<file path="src/rtl/sfw_pkg.sv">
package sfw_pkg;

    typedef enum logic [2:0] {
        ST_IDLE,
        ST_CHK,
        ST_ASU,
        ST_WLO,
        ST_REC,
        ST_PSU,
        ST_PLO,
        ST_PHI
    } sfw_state_e;

    typedef enum logic {
        CMD_WRITE  = 1'b0,
        CMD_COMMIT = 1'b1
    } sfw_cmd_e;

    function automatic int max2(input int a, input int b);
        return (a > b) ? a : b;
    endfunction

endpackage

</file>
<file path="src/rtl/sfw_flag_sync.sv">
module sfw_flag_sync #(
    parameter int STAGES = 2
) (
    input  logic clk,
    input  logic rst,
    input  logic async_in,
    output logic sync_out
);
    logic [STAGES-1:0] sh;

    always_ff @(posedge clk) begin
        if (rst) sh <= '0;
        else     sh <= {sh[STAGES-2:0], async_in};
    end

    assign sync_out = sh[STAGES-1];
endmodule

</file>
<file path="src/rtl/sfw_interval_timer.sv">
module sfw_interval_timer #(
    parameter int CNT_W = 4
) (
    input  logic             clk,
    input  logic             rst,
    input  logic             load,
    input  logic [CNT_W-1:0] load_val,
    output logic             expired
);
    logic [CNT_W-1:0] cnt;

    always_ff @(posedge clk) begin
        if (rst)               cnt <= '0;
        else if (load)         cnt <= load_val;
        else if (cnt != '0)    cnt <= cnt - 1'b1;
    end

    assign expired = (cnt == '0);
endmodule

</file>
<file path="src/rtl/sfifo_wr_master.sv">
module sfifo_wr_master
    import sfw_pkg::*;
#(
    parameter int ADDR_W      = 2,
    parameter int DATA_W      = 8,
    parameter int T_ADDR_SU   = 2,
    parameter int T_WR_LO     = 3,
    parameter int T_DATA_SU   = 2,
    parameter int T_DATA_HOLD = 1,
    parameter int T_ADDR_HOLD = 2,
    parameter int T_WR_HI     = 2,
    parameter int T_PE_LO     = 3,
    parameter int T_PE_HI     = 2
) (
    input  logic              clk,
    input  logic              rst,
    input  logic              cmd_valid,
    output logic              cmd_ready,
    input  logic              cmd_kind,
    input  logic [ADDR_W-1:0] cmd_addr,
    input  logic [DATA_W-1:0] cmd_data,
    input  logic              fifo_full_n,
    output logic [ADDR_W-1:0] fifo_addr,
    output logic              fifo_cs_n,
    output logic              fifo_wr_n,
    output logic [DATA_W-1:0] fifo_data,
    output logic              fifo_pktend_n
);
    localparam int LO_CYC  = max2(T_WR_LO, T_DATA_SU);
    localparam int REC_CYC = max2(T_WR_HI, max2(T_DATA_HOLD, T_ADDR_HOLD));
    localparam int MAX_T   = max2(max2(LO_CYC, REC_CYC),
                                  max2(T_ADDR_SU, max2(T_PE_LO, T_PE_HI)));
    localparam int CNT_W   = $clog2(MAX_T + 1);

    sfw_state_e        state, state_d;
    logic              tmr_load, tmr_exp, full_n_s;
    logic [CNT_W-1:0]  tmr_val;
    logic [ADDR_W-1:0] addr_q;
    logic [DATA_W-1:0] data_q;
    logic              wr_n_q, cs_n_q, pe_n_q;

    sfw_flag_sync #(.STAGES(2)) u_full_sync (
        .clk      (clk),
        .rst      (rst),
        .async_in (fifo_full_n),
        .sync_out (full_n_s)
    );

    sfw_interval_timer #(.CNT_W(CNT_W)) u_timer (
        .clk      (clk),
        .rst      (rst),
        .load     (tmr_load),
        .load_val (tmr_val),
        .expired  (tmr_exp)
    );

    always_comb begin
        state_d  = state;
        tmr_load = 1'b0;
        tmr_val  = '0;
        unique case (state)
            ST_IDLE: if (cmd_valid) begin
                if (sfw_cmd_e'(cmd_kind) == CMD_COMMIT) begin
                    state_d  = ST_PSU;
                    tmr_load = 1'b1;
                    tmr_val  = CNT_W'(T_ADDR_SU - 1);
                end else begin
                    state_d  = ST_CHK;
                end
            end
            ST_CHK: if (full_n_s) begin
                state_d  = ST_ASU;
                tmr_load = 1'b1;
                tmr_val  = CNT_W'(T_ADDR_SU - 1);
            end
            ST_ASU: if (tmr_exp) begin
                state_d  = ST_WLO;
                tmr_load = 1'b1;
                tmr_val  = CNT_W'(LO_CYC - 1);
            end
            ST_WLO: if (tmr_exp) begin
                state_d  = ST_REC;
                tmr_load = 1'b1;
                tmr_val  = CNT_W'(REC_CYC - 1);
            end
            ST_REC: if (tmr_exp) state_d = ST_IDLE;
            ST_PSU: if (tmr_exp) begin
                state_d  = ST_PLO;
                tmr_load = 1'b1;
                tmr_val  = CNT_W'(T_PE_LO - 1);
            end
            ST_PLO: if (tmr_exp) begin
                state_d  = ST_PHI;
                tmr_load = 1'b1;
                tmr_val  = CNT_W'(T_PE_HI - 1);
            end
            ST_PHI: if (tmr_exp) state_d = ST_IDLE;
            default: state_d = ST_IDLE;
        endcase
    end

    always_ff @(posedge clk) begin
        if (rst) begin
            state  <= ST_IDLE;
            addr_q <= '0;
            data_q <= '0;
            wr_n_q <= 1'b1;
            cs_n_q <= 1'b1;
            pe_n_q <= 1'b1;
        end else begin
            state <= state_d;
            if (state == ST_IDLE && cmd_valid) begin
                addr_q <= cmd_addr;
                data_q <= cmd_data;
            end
            wr_n_q <= (state_d != ST_WLO);
            pe_n_q <= (state_d != ST_PLO);
            cs_n_q <= !(state_d inside {ST_ASU, ST_WLO, ST_REC, ST_PSU, ST_PLO, ST_PHI});
        end
    end

    assign cmd_ready     = (state == ST_IDLE);
    assign fifo_addr     = addr_q;
    assign fifo_data     = data_q;
    assign fifo_wr_n     = wr_n_q;
    assign fifo_cs_n     = cs_n_q;
    assign fifo_pktend_n = pe_n_q;

    AST_STROBES_EXCLUSIVE: assert property (@(posedge clk) disable iff (rst)
        !(!fifo_wr_n && !fifo_pktend_n));
    AST_CS_BEFORE_STROBE: assert property (@(posedge clk) disable iff (rst)
        $fell(fifo_wr_n) |-> !$past(fifo_cs_n));
    AST_ADDR_HELD_STROBE: assert property (@(posedge clk) disable iff (rst)
        (!fifo_wr_n && !$past(fifo_wr_n)) |-> $stable(fifo_addr));
    AST_DATA_HELD_STROBE: assert property (@(posedge clk) disable iff (rst)
        (!fifo_wr_n && !$past(fifo_wr_n)) |-> $stable(fifo_data));
    AST_ADDR_HELD_PKTEND: assert property (@(posedge clk) disable iff (rst)
        (!fifo_pktend_n && !$past(fifo_pktend_n)) |-> $stable(fifo_addr));
    AST_BUSY_AFTER_ACCEPT: assert property (@(posedge clk) disable iff (rst)
        (cmd_valid && cmd_ready) |=> !cmd_ready);
    AST_NO_STROBE_IDLE: assert property (@(posedge clk) disable iff (rst)
        cmd_ready |-> (fifo_wr_n && fifo_pktend_n));
endmodule

</file>
<file path="config.mk">
export PLATFORM = sky130hd
export DESIGN_NAME = sfifo_wr_master
export DESIGN_NICKNAME = d
export VERILOG_FILES = /design/src/rtl/sfw_pkg.sv /design/src/rtl/sfw_flag_sync.sv /design/src/rtl/sfw_interval_timer.sv /design/src/rtl/sfifo_wr_master.sv
export SDC_FILE = /design/constraint.sdc
export NUM_CORES = 1
export LEC_CHECK = 0
export CORE_ASPECT_RATIO = 1.25
export CORE_MARGIN = 8
export CORE_UTILIZATION = 33
export DETAILED_ROUTE_END_ITERATION = 16
export GPL_ROUTABILITY_DRIVEN = 0
export PLACE_DENSITY_LB_ADDON = 0.25
export SLEW_MARGIN = 20
export SYNTH_ARGS = -nofsm -noshare
export SYNTH_HDL_FRONTEND = slang
export SYNTH_SLANG_ARGS = --single-unit
</file>
<file path="constraint.sdc">
create_clock -name clk -period 1.8 [get_ports clk]
set_clock_uncertainty 0.1 [all_clocks]
set_input_delay 0.27 -clock clk [delete_from_list [all_inputs] [get_ports clk]]
set_output_delay 0.27 -clock clk [all_outputs]
set_load 0.01 [all_outputs]
</file>
==> out/results.ini, run 1 <==
[power]
internal-power_uw=868
power.density_nw_per_um2=1050
clockPowerShare_pct=15.0
pwr-share-seq_pct=41.8
comb_power_share_pct=43.2
swShare_pct=33.1
switching_power_uw=429
p_leak_uw=0.000481
ir_drop_mv=0.653
finalPower_uw=1300

[logic_synthesis]
ys_seq_area_share_pct=45.6
syn-cell-area_um2=877
synth_edf_count=0
synth_area_leaders=dfxtp_1, nand2_1, a21oi_1
synth_warnings=0
synth_flop_cell=dfxtp_1
ys_ff_latch=20
synth_most_common_cell=nand2_1
synth_cell_types=30
synthArstFlopShare_pct=0
avgSynthCellArea_um2=8.20
yosys.area.top_type_share_pct=45.6
synthCells=107
ys_top_cells_by_count=nand2_1, dfxtp_1, a21oi_1, nor2_1, inv_1
yosysTopAreaCell=dfxtp_1
synth_fp_nets=123

[timing]
final.setup.worst_slack_ns=0.177
period_share_pct=90.1
finalMaxSlewViolations=0
fmax_mhz=616
max-slew-margin-rel_pct=77.6
final-setup-viol-count=0
rsz0062_at_grt=no
final_hold_viol_count=0
layout_min_cycle_time_ns=1.62
worstMarginPinSlew_ns=0.336
fin_setup_tns_ns=0

[critical_path]
r2r_setup_slack_ns=0.18
crit_cells=6
worst-setup-path-type=flip-flop to flip-flop
cp_top_family=simple AND/OR/NAND/NOR gates
worstSetupStartpointType=flip-flop
crit_path_end_kind=flip-flop
slowest_stage=or3b_2
crit_end=u_timer.cnt[0]
required_ns=1.88
r2r_start=u_timer.cnt[0]
critical_path.max_fanout=10
r2r_cells=6
critPathMaxStageDelay_ns=0.44
path_common_cell=o21ai_0
crit_chain=inv_1, ha_4, or3b_2, o21ai_0, o21ai_0, and3_1
cp-startpoint=u_timer.cnt[0]
path_buf_inv=1
worst_ep_arrival_time_ns=1.70
r2r-end=u_timer.cnt[0]

[drt]
vias=796
drc=0
ant_nets=0
avgViaCountPerCell=4.68
first_iter_violations=35
dr.pass1.iters=4
wl_per_cell_um=12.1
finalWirelength_mm=2.06

[cts]
clockRootBuffer=clkbuf_4
clkSlewWorstSetupHoldPaths_ns=0.10
cts_made_buffers=3
clock_latency_ns=0.28
htreeDepth=1
numClockSinks=20
cts_buffer_depth=2
cts_tree=done

[cells_and_area]
drive_above_1_share_pct=8.82
diodes=0
final_net_count=154
n_fill_cell=260
syn2layout_area_growth_pct=40.4

[global_routing]
grt_max_degree=14
grt_pass1_wl_mm=3.57
grtUsageTotal_pct=9.54
antenna_found_initial=0
grt_overflow_total=0
grt_pass1_vias=796

[die]
initial_core_util_pct=33.7
ios=29
die_h_um=73.6
core-area_um2=2600
dieArea_um2=4570
die_w_um=62.1
row_count=21

[job]
drv_cap=0

[placement]
hpwlAfterDp_mm=1.62
port_buffers=28
place_ws_ns=0.0879

[outcome]
status=finished, final reports clean

[min_path]
worst_hold_path_type=flip-flop to flip-flop

per-stage QoR:
step | hold WS (ns) | util (%) | std cells | area, µm²
finish | 0.350 | 47.3 | 170 | 1230
global route | 0.377 | 47.3 | 170 | 1230
CTS | 0.357 | 46.8 | 170 | 1220
detailed placement | 0.329 | 46.0 | 167 | 1200
global placement | 0.324 | 46.0 | 167 | 1200
floorplan | 0.298 | - | 107 | 877
worst min path at each step:
stage / cells after the start / from / end
after CTS: 1 / u_full_sync.sh[0] / u_full_sync.sh[1]
after detailed placement: 1 / u_full_sync.sh[0] / u_full_sync.sh[1]
after global routing: 2 / fifo_addr[1] / fifo_addr[1]
after floorplan: 1 / fifo_full_n / u_full_sync.sh[0]
final: 1 / u_full_sync.sh[0] / u_full_sync.sh[1]
after global placement: 1 / u_full_sync.sh[0] / u_full_sync.sh[1]
cell usage in the layout (no fill, tap or decap), types with 2 or more instances in the layout:
| cell | count |
|---|---|
| a21o_1 | 2 |
| a21oi_1 | 13 |
| and3_1 | 2 |
| buf_4 | 5 |
| clkbuf_4 | 3 |
| clkdlybuf4s50_1 | 27 |
| dfxtp_1 | 20 |
| inv_1 | 4 |
| mux2i_1 | 2 |
| nand2_1 | 25 |
| nand2b_1 | 2 |
| nor2_1 | 6 |
| nor2b_1 | 3 |
| nor3_1 | 2 |
| o21ai_0 | 2 |
| o22ai_1 | 3 |
power groups by stage:
stage / clock network, µW / registers, µW / logic (µW)
floorplan: 0 / 557 / 336
global placement: 0 / 549 / 515
detailed placement: 0 / 551 / 528
CTS: 210 / 541 / 524
global route: 226 / 547 / 634
finish: 195 / 542 / 560
state kept, by name, summed over array words and instances (netlist names):
signal,count
u_timer.cnt,2
state,3
u_full_sync.sh,2
fifo_addr,2
fifo_wr_n,1
fifo_pktend_n,1
fifo_cs_n,1
fifo_data,8
cell type report:
cell class | count | area (µm²) | share of cell area (%)
clock buffers | 3 | 22.5 | 1.83
well taps | 34 | 42.5 | 3.46
repair buffers | 33 | 317 | 25.7
flip-flops and latches | 20 | 400 | 32.5
multi-input cells | 76 | 434 | 35.3
inverters | 4 | 15.0 | 1.22
layer usage:
metal | wire, µm | track usage, % | up-vias
met2 | 966 | 17.1 | 24
met4 | 15 | 4.68 | 0
met1 | 935 | 9.72 | 347
met5 | 0 | 0 | -
met3 | 145 | 3.35 | 2
li1 | - | - | 423
cell families after synthesis:
| family | count (synthesis) | share of synthesized area [%] |
|---|---|---|
| xor gates and xnor gates | 1 | 0.999 |
| AOI/OAI and AO/OA | 25 | 17.1 |
| and+or+nand+nor | 46 | 25.0 |
| adders and majority gates | 1 | 1.43 |
| buffers and inverters | 11 | 6.28 |
| muxes | 3 | 3.57 |
| DFF | 20 | 45.6 |
repair_timing:
item	CTS	global route
hold buffers	0	0
buffers inserted	0	0
resized for setup	1	2
endpoints found under the setup margin	1	3
No activity file was read; power rests on OpenSTA's default activity.
==> inputs of run 2 (changes only) <==
- CAP_MARGIN: unset -> 20
- clock period: 1.8 -> 2 ns (I/O delays scaled with it)
==> out/results.ini, run 2 (same netlist as run 1, synthesis figures left out) <==
[outcome]
status=finished, final reports clean

[drt]
first_iter_violations=38
wl_per_cell_um=11.8
finalWirelength_mm=1.99
drc=0
avgViaCountPerCell=4.85
dr.pass1.iters=4
ant_nets=0
vias=814

[cts]
numClockSinks=20
cts_buffer_depth=2
clkSlewWorstSetupHoldPaths_ns=0.09
clock_latency_ns=0.28
clockRootBuffer=clkbuf_4
htreeDepth=1
cts_made_buffers=3
cts_tree=done

[timing]
max-slew-margin-rel_pct=73.0
fmax_mhz=551
finalMaxSlewViolations=0
layout_min_cycle_time_ns=1.81
fin_setup_tns_ns=0
rsz0062_at_grt=no
final_hold_viol_count=0
worstMarginPinSlew_ns=0.405
final-setup-viol-count=0
period_share_pct=90.7

[power]
finalPower_uw=1110
ir_drop_mv=0.662
p_leak_uw=0.000477
power.density_nw_per_um2=913

[min_path]
hold_path_end=u_full_sync.sh[1]
hold_depth=1
hp-start=u_full_sync.sh[0]
worst_hold_path_type=flip-flop to flip-flop

[die]
die_w_um=62.1
core-area_um2=2600
dieArea_um2=4570
initial_core_util_pct=33.7
ios=29
row_count=21
die_h_um=73.6

[global_routing]
grt_pass1_wl_mm=3.33
antenna_found_initial=0
grt_overflow_total=0
grt_max_degree=15
grt_pass1_vias=743
grtUsageTotal_pct=8.97

[job]
drv_cap=0

[critical_path]
worst-setup-path-type=flip-flop to flip-flop
r2r_cells=6
required_ns=2.08
r2r-end=u_timer.cnt[0]
worstSetupStartpointType=flip-flop
critical_path.max_fanout=14
r2r_setup_slack_ns=0.19
r2r_start=u_timer.cnt[0]
worst_ep_arrival_time_ns=1.90
crit_path_end_kind=flip-flop

[cells_and_area]
mostFrequentLayoutCell=clkdlybuf4s50_1
layout_common_cells=clkdlybuf4s50_1, nand2_1, dfxtp_1, a21oi_1, nor2_1
drive_above_1_share_pct=8.21
diodes=0
final_net_count=152
largest_register_ffs=8
stdcell_count=168
utilization_pct=46.5
syn2layout_area_growth_pct=37.9

[placement]
dp.cells=165
hpwlAfterDp_mm=1.54
port_buffers=28

-- run 2: repair_timing --
action | 4_1_cts | 5_1_grt
buffers inserted | 0 | 0
setup endpoints to repair | 0 | 1
gates resized for setup | 0 | 3
hold buffers | 0 | 0
-- run 2: metrics by stage --
stage | setup slack, ns | hold slack [ns] | cell area [µm²]
floorplan | 0.509 | 0.314 | 877
global placement | 0.234 | 0.320 | 1180
detailed placement | 0.196 | 0.329 | 1180
CTS | 0.0265 | 0.354 | 1200
global route | 0.0370 | 0.383 | 1210
finish | 0.186 | 0.350 | 1210
-- run 2: where the power goes --
part           internal [µW]  total, µW  switching, µW
clock                   69.9        174            104
combinational            217        436            219
sequential               455        495           40.7
-- run 2: final cells by class --
type	instances	area, µm²
inverter	4	15.0
fill	252	1390
tap	34	42.5
timing repair buffer	31	305
sequential	20	403
clock buffer	3	22.5
multi-input combinational	76	422
-- run 2: worst max-delay path by stage --
stage | to | startpoint | depth (start not counted) | slack (ns)
after floorplan | u_timer.cnt[0] | u_timer.cnt[0] | 6 | 0.51
after global placement | u_timer.cnt[0] | u_timer.cnt[0] | 6 | 0.23
after detailed placement | u_timer.cnt[0] | u_timer.cnt[0] | 6 | 0.20
after CTS | cmd_ready | state[2] | 2 | 0.03
after global routing | fifo_cs_n | u_timer.cnt[0] | 6 | 0.04
final | u_timer.cnt[0] | u_timer.cnt[0] | 6 | 0.19
-- run 2: worst max-delay path, stage by stage, from the launching register on --
cell and delay, ns:
dfxtp_1 0.34, inv_1 0.07, ha_1 0.40, or3b_2 0.47, o21ai_0 0.07, o21ai_0 0.09, and3_1 0.17
-- run 2: routing by layer --
layer  GRT usage (%)  vias up  part of all wire (%)
met5               0        -                     0
met4            4.68        0                   1.4
met3            3.51        4                   8.1
met2            14.5       33                    47
met1            10.0      359                    44
li1                -      418                     -
